==> src/rtl/txq_prio_sched.sv <==
module txq_prio_sched #(
  parameter int NQ = 16,
  parameter int NF = 8,
  parameter int PW = 8
) (
  input  logic                     clk,
  input  logic                     rst_n,
  input  logic                     cfg_we,
  input  logic [$clog2(NQ)-1:0]    cfg_queue,
  input  logic [$clog2(NF):0]      cfg_word,
  input  logic [NQ-1:0]            q_nonempty,
  input  logic [NF-1:0]            fifo_ready,
  output logic                     gnt_valid,
  input  logic                     gnt_ready,
  output logic [$clog2(NQ)-1:0]    gnt_queue,
  output logic [PW-1:0]            gnt_desc,
  output logic [$clog2(NF)-1:0]    gnt_fifo
);
  localparam int QW = $clog2(NQ);
  localparam int FW = $clog2(NF);

  logic [FW-1:0] q_map  [NQ];
  logic [NQ-1:0] q_act;
  logic [PW-1:0] rd_ptr [NQ];
  logic [QW-1:0] rr     [NF];

  logic          pend_v;
  logic [QW-1:0] pend_q;
  logic [FW:0]   pend_word;

  logic [NF-1:0] fifo_req;
  logic          win_any, win_found;
  logic [FW-1:0] win_f;
  logic [QW-1:0] win_q, scan_q;

  wire accept   = gnt_valid & gnt_ready;
  wire cfg_hold = cfg_we & ((gnt_valid & ~accept & (cfg_queue == gnt_queue)) |
                            (~gnt_valid & win_any & (cfg_queue == win_q)));

  always_comb begin
    fifo_req = '0;
    for (int f = 0; f < NF; f++)
      for (int q = 0; q < NQ; q++)
        if (q_act[q] && q_nonempty[q] && q_map[q] == FW'(f)) fifo_req[f] = 1'b1;
    win_any = 1'b0;
    win_f   = '0;
    for (int f = 0; f < NF; f++)
      if (fifo_req[f] && fifo_ready[f]) begin
        win_any = 1'b1;
        win_f   = FW'(f);
      end
    win_found = 1'b0;
    win_q     = '0;
    scan_q    = '0;
    for (int k = 0; k < NQ; k++) begin
      scan_q = QW'((int'(rr[win_f]) + k) % NQ);
      if (!win_found && q_act[scan_q] && q_nonempty[scan_q] && q_map[scan_q] == win_f) begin
        win_found = 1'b1;
        win_q     = scan_q;
      end
    end
  end

  always_ff @(posedge clk or negedge rst_n) begin
    if (!rst_n) begin
      gnt_valid <= 1'b0;
      gnt_queue <= '0;
      gnt_desc  <= '0;
      gnt_fifo  <= '0;
      q_act     <= '0;
      pend_v    <= 1'b0;
      pend_q    <= '0;
      pend_word <= '0;
      for (int q = 0; q < NQ; q++) begin
        q_map[q]  <= (q < NF - 1) ? FW'(q) : FW'(q % 4);
        rd_ptr[q] <= '0;
      end
      for (int f = 0; f < NF; f++) rr[f] <= '0;
    end else begin
      if (accept) begin
        gnt_valid           <= 1'b0;
        rd_ptr[gnt_queue]   <= rd_ptr[gnt_queue] + PW'(1);
        rr[gnt_fifo]        <= (int'(gnt_queue) == NQ - 1) ? '0 : gnt_queue + QW'(1);
        if (pend_v) begin
          q_map[pend_q] <= pend_word[FW-1:0];
          q_act[pend_q] <= pend_word[FW];
          pend_v        <= 1'b0;
        end
      end else if (!gnt_valid && win_any) begin
        gnt_valid <= 1'b1;
        gnt_queue <= win_q;
        gnt_fifo  <= win_f;
        gnt_desc  <= rd_ptr[win_q];
      end
      if (cfg_hold) begin
        pend_v    <= 1'b1;
        pend_q    <= cfg_queue;
        pend_word <= cfg_word;
      end else if (cfg_we) begin
        q_map[cfg_queue] <= cfg_word[FW-1:0];
        q_act[cfg_queue] <= cfg_word[FW];
      end
    end
  end

  p_hold_r5: assert property (@(posedge clk) disable iff (!rst_n)
    gnt_valid && !gnt_ready |=> gnt_valid && $stable(gnt_queue) && $stable(gnt_desc) && $stable(gnt_fifo));

  p_cfg_defer_r7: assert property (@(posedge clk) disable iff (!rst_n)
    gnt_valid |-> q_act[gnt_queue] && q_map[gnt_queue] == gnt_fifo);

  p_ready_r2: assert property (@(posedge clk) disable iff (!rst_n)
    $rose(gnt_valid) |-> (($past(fifo_ready) >> gnt_fifo) & NF'(1)) == NF'(1));

  p_prio_r3: assert property (@(posedge clk) disable iff (!rst_n)
    $rose(gnt_valid) |-> ($past(fifo_req & fifo_ready) >> gnt_fifo) == NF'(1));

  p_bubble_r9: assert property (@(posedge clk) disable iff (!rst_n)
    accept |=> !gnt_valid);
endmodule

==> config.mk <==
export PLATFORM = sky130hd
export DESIGN_NAME = txq_prio_sched
export DESIGN_NICKNAME = d
export VERILOG_FILES = /design/src/rtl/txq_prio_sched.sv
export SDC_FILE = /design/constraint.sdc
export NUM_CORES = 1
export LEC_CHECK = 0
export BUFFER_PORTS_ARGS = -buffer_cell sky130_fd_sc_hd__buf_2
export CORE_AREA = 2 2 220 222
export CTS_BUF_LIST = sky130_fd_sc_hd__clkbuf_8
export CTS_CLUSTER_DIAMETER = 60
export DETAILED_ROUTE_END_ITERATION = 16
export DIE_AREA = 0 0 222 224
export PLACE_DENSITY_LB_ADDON = 0.08
export SLEW_MARGIN = 20
export SYNTH_ARGS = -nofsm -noshare
export SYNTH_HDL_FRONTEND = slang
export SYNTH_SLANG_ARGS = --single-unit
==> constraint.sdc <==
create_clock -name clk -period 8.5 [get_ports clk]
set_input_delay 1.7 -clock clk [delete_from_list [all_inputs] [get_ports clk]]
set_output_delay 1.7 -clock clk [all_outputs]
set_load 0.05 [all_outputs]
[Word-level counts from Yosys, hierarchy flattened]
Index checks and enable logic that the tools add are counted.
Operators by class
  order comparisons: 46
  divide/modulo/power cells: 0
  mux-type cells: 326
  add/subtract/negate cells: 17
  multiply operators: 0
  equality and inequality tests: 131
  shift-type cells: 0
  bitwise gates (word level): 31
  reductions and logical operators: 241
Operators with widths (count)
  $logic_and 1x1->1: 206
  $bmux 3 s4: 16
  $eq 3x3->1 const B: 64
  $mux 48: 4
  $mux 1: 190
  $bmux 1 s4: 32
  $bwmux 128: 1
  $mux 3: 40
  $ge 5x5->1 const B: 20
  $not 4->5: 20
  $bwmux 48: 2
  $eq 3x2->1 const B: 32
  $lt 4x5->1 const B: 18
  $mux 4: 20
  $bmux 8 s4: 2
  $mux 16: 4
  $eq 3x1->1 const B: 16
  $eq 3x3->1: 16
  $logic_not 3->1: 16
  $mux 8: 5
  $add 4x4->4 const B: 8
  $bwmux 16: 2
  $bwmux 32: 1
  $demux 8 s4: 1
  other kinds (21): 56
Word-level totals
  output and inout bits: 16
  bits in latches: 0
  memory bits (writable): 0
  ROM bits: 0
  memories: 0
  bits in registers: 249
  logic and storage cells: 840

[Depth between registers and ports, before layout]
  depth after elaboration: 117
  mapped depth: 38
  mapped depth without buffers: 27

[Worst setup path after synthesis]
OpenSTA, ideal clock, no wires.
  path type: input to register
  from: input port q_nonempty[1]
  to: register q_act[13]
  cell stages on the path: 32
  arrival: 9172 ps
  data required time: 8375 ps
  buffers on the path: 7
  setup slack: -797 ps
  cells stage by stage: nand3_1 -> o22ai_1 -> or4_1 -> o21a_1 -> nor4_4 -> buf_4 -> mux2i_1 -> mux2_2 -> o221ai_4 -> buf_4 -> buf_2 -> buf_2 -> ha_1 -> clkbuf_1 -> clkbuf_1 -> nand2_1 -> a21oi_1 -> nor3_1 -> or4_1 -> nand2b_1 -> a221oi_2 -> nor2_1 -> or4_1 -> a22oi_1 -> a2111oi_2 -> a211o_1 -> a22o_4 -> xor2_2 -> o31ai_4 -> or4_1 -> buf_2 -> mux2_4
On the way
  cells in the longest elaborated chain, start to end: 116
  elaborated cells between the ends (all ways): 414
  those cells by class: 15 x add/sub; 17 x eq/ne; 282 x mux; 21 x bitwise; 79 x reduce/logical
RTL lines
  start, declared: RTL line 11  | input logic [NQ-1:0] q_nonempty,
  branches (longest 112 deep; another with $logic_and 1x1->1)
  $and 1x1->1 (*): RTL line 38  | (~gnt_valid & win_any & (cfg_queue == win_q)));
  $or 1x1->1 (*): RTL line 37  | wire cfg_hold = cfg_we & ((gnt_valid & ~accept & (cfg_queue == gnt_queue)) |
  $and 1x1->1 (*): RTL line 37
  $mux 16 (*): RTL line 95  | if (cfg_hold) begin
  end signal, assigned by index: RTL line 86  | q_act[pend_q] <= pend_word[FW];
  end signal, assigned by index: RTL line 101  | q_act[cfg_queue] <= cfg_word[FW];
  end, declared: RTL line 23  | logic [NQ-1:0] q_act;
Every way passes the cells marked *. The select of a mux whose other input is x is not followed.
A chain may end at the register's enable or synchronous reset.

[Final worst setup path]
  from: input port q_nonempty[5]
  to: register q_map[7] (netlist name)
On the way
  cells in the longest elaborated chain, start to end: 112
  elaborated cells between the ends (all ways): 382
  those cells by class: 15 x add/sub; 17 x eq/ne; 250 x mux; 21 x bitwise; 79 x reduce/logical
RTL lines
  branches (longest 108 deep; another with $logic_and 1x1->1)
  $and 1x1->1 (*): RTL line 38
  $or 1x1->1 (*): RTL line 37
  $and 1x1->1 (*): RTL line 37
  $mux 48 (*): RTL line 95
  end signal, assigned by index: RTL line 75  | q_map[q] <= (q < NF - 1) ? FW'(q) : FW'(q % 4);
  end signal, assigned by index: RTL line 85  | q_map[pend_q] <= pend_word[FW-1:0];
  end signal, assigned by index: RTL line 100  | q_map[cfg_queue] <= cfg_word[FW-1:0];
  end, declared: RTL line 22  | logic [FW-1:0] q_map [NQ];
Marks and branches as above.

==> impl_metrics.json <==
{
  "synth.net_count": 2250,
  "async_reset_ff_share_pct": 100,
  "crit_fanout": 8,
  "cts.sinks": 249,
  "synth_area_leaders": "dfrtp_1 (27%), mux2_2 (10%), mux2i_1 (8.4%)",
  "netlist_instances": 2202,
  "critPathMaxStageDelay_ns": 0.59,
  "final_nets": 2622,
  "die_w_um": 222,
  "cts_tree": "built",
  "worstSetupPathType": "in2reg",
  "hold_violations": 0,
  "slew_violations": 0,
  "clkLatencyLatePin_ns": 0.57,
  "final_area_um2": 26500,
  "fmax_mhz": 116,
  "rows": 80,
  "critPathCaptureType": "flip-flop",
  "clockBufferDepth": 3,
  "firstDrtPassIters": 5,
  "synth_cell_types": 104,
  "drt_first_iter_violations": 1609,
  "fin_skew_ns": 0.0269,
  "pin_count": 52,
  "grt_max_degree": 182,
  "dr_total_vias": 20300,
  "drive_gt1_share_pct": 39.3,
  "synth.ff_latch_count": 249,
  "syn_area_um2": 21000,
  "die_area_um2": 49700,
  "worst_slack_ns": -0.113,
  "dieHeight_um": 224,
  "via_per_inst": 6.32,
  "synthToLayoutAreaGrowth_pct": 26.0,
  "dpl_cell_area_um2": 24900,
  "cts-root-buf": "clkbuf_8",
  "cp.arrival_ns": 9.06,
  "ys.flop_type": "dfrtp_1",
  "slowest_stage": "or4_4",
  "gr-usage-all-layers_pct": 35.8,
  "ant_nets": 0,
  "drt_wl_total_mm": 90.1,
  "io_buffers": 51,
  "gp_congestion": 1.07,
  "antenna_found_initial": 2,
  "yosysTopAreaCell": "dfrtp_1",
  "numCtsBuffers": 41,
  "pre_cts_slack_ns": -1.01,
  "fin_crit_sh_pct": 101,
  "rsz0062_at_grt": "true",
  "max-cap-violations": 0,
  "final_common_cell": "buf_4",
  "yosysTopAreaCellShare_pct": 27.4,
  "max_slew.worst_pin.slew_ns": 0.948,
  "path_clk_slew_ns": 0.06,
  "fin_crit_ns": 8.61,
  "grt_overflow": 0,
  "cp_data_required_time_ns": 8.95,
  "status": "complete, but fails checks",
  "drc": 0,
  "grt_pass1_vias": 20500,
  "violations": "setup timing",
  "crit_top_cell": "buf_4",
  "start_util_pct": 44.4,
  "maxSlewHeadroom_pct": 36.6,
  "yosysWarningCount": 0,
  "postCtsHoldBufs": 0,
  "core_um2": 47300,
  "grt_pass1_wl_mm": 133,
  "final_cell_mix": "buf_4 (416), dfrtp_1 (228), mux2_2 (190)",
  "ys_seq_area_share_pct": 29.8,
  "cts_max_level": 2,
  "start_kind": "input pin",
  "wl_per_cell_um": 28.0,
  "hpwl_mm": 69.7,
  "worstHoldPathType": "reg2reg",
  "setup_violations": 6,
  "synth_edf_count": 0,
  "synth_area_per_cell_um2": 9.55
}
## path summary, 6_finish.rpt
kind                       slack (ns)  depth (start not counted)           from            to
max                             -0.11                         33  q_nonempty[5]      q_map[7]
min                              0.49                          2         rr[15]        rr[15]
max reg2reg                      0.34                         31      q_map[47]      q_map[7]
min reg2reg                      0.49                          2         rr[15]        rr[15]
max in group asynchronous        6.02                          3          rst_n    rd_ptr[60]
min in group asynchronous        1.10                          1          rst_n  pend_word[3]
## area by class of cell
type,count,area [µm²]
clock buffers,47,647
flip-flops and latches,249,6260
well taps,615,769
multi-input cells,1759,14700
fillers,4298,20900
diodes,2,5.00
clock inverters,18,86.3
inverters,23,97.6
repair buffers,500,3930
## synth_stat cells (9+ instances only)
master     number
xnor2_1        53
o32ai_1        14
nor3_1         65
a211oi_1       13
nor4_1         11
and2_1         16
o211ai_1       14
clkbuf_1       85
dfrtp_1       230
a31oi_1         9
a211o_1         9
nand2_1       174
a22oi_1        19
mux2i_1       176
mux4_2         77
buf_2          60
nand4_1        15
or4_1          17
o2bb2ai_1      11
dfstp_2        19
nor2_1        190
mux2_2        192
nand2b_1       50
or2_2          10
inv_1          19
o21ai_0        71
or3_1          16
nand3b_1       18
a41oi_1         9
a21oi_1       132
buf_4          11
o22ai_1        65
nand3_1        63
nor2b_1        12
ha_1           12
mux2_1         48
o31ai_1        10
and3_1         12
## metal layers
metal	up-vias	track usage (%)	part of all wire [%]	wire length [µm]
met5	-	0	0	0
met4	0	19.9	6.5	5870
met3	275	4.85	5.9	5270
met2	827	60.7	48	43100
met1	10200	44.0	40	35800
li1	9022	-	-	-
## logic make-up after synthesis
kind of cell	after synthesis	synth area share, %
buffers and inverters	194	4.29
DFF	249	29.8
muxes	497	29.8
xor gates and xnor gates	60	2.84
adders and majority gates	12	0.714
and+or+nand+nor	710	16.9
AOI/OAI and AO/OA	480	15.7
## worst max-delay path: cells and delay by family
family                   cells  cell delay [ns]
buffers and inverters        9             1.39
XOR/XNOR                     3             0.50
multiplexers                 5             1.42
AO/OA/AOI/OAI                9             1.85
AND/OR/NAND/NOR              6             1.97
adder cells (fa/ha/maj)      1             0.20
## repair_timing
action | in CTS | in global routing
endpoints found under the setup margin | 81 | 81
gates resized for setup | 26 | 93
gates cloned | 0 | 1
pin swaps | 3 | 39
buffers inserted | 6 | 24
## registers in the layout (all words and copies together), names as in the netlist
name and count:
gnt_valid 1, pend_v 1, pend_q 4, rd_ptr 128
gnt_queue 4, gnt_desc 8, pend_word 4, q_act 16
gnt_fifo 3, q_map 48, rr 32
## stage by stage
| stage | util [%] | instances | TNS, ns | hold slack, ns |
|---|---|---|---|---|
| 6_report | 56.0 | 3213 | -0.411 | 0.485 |
| 5_1_grt | 56.0 | 3213 | -5.65 | 0.518 |
| 3_5_place_dp | 52.5 | 3115 | -73.36 | 0.470 |
| 2_1_floorplan | - | 2202 | -0.447 | 0.442 |
| 3_3_place_gp | 52.4 | 3115 | -77.99 | 0.463 |
| 4_1_cts | 54.4 | 3186 | 0 | 0.483 |
Power is left out: the tool's default activity adds up to more than one toggle a clock period on the data nets, which glitch-free logic cannot reach.
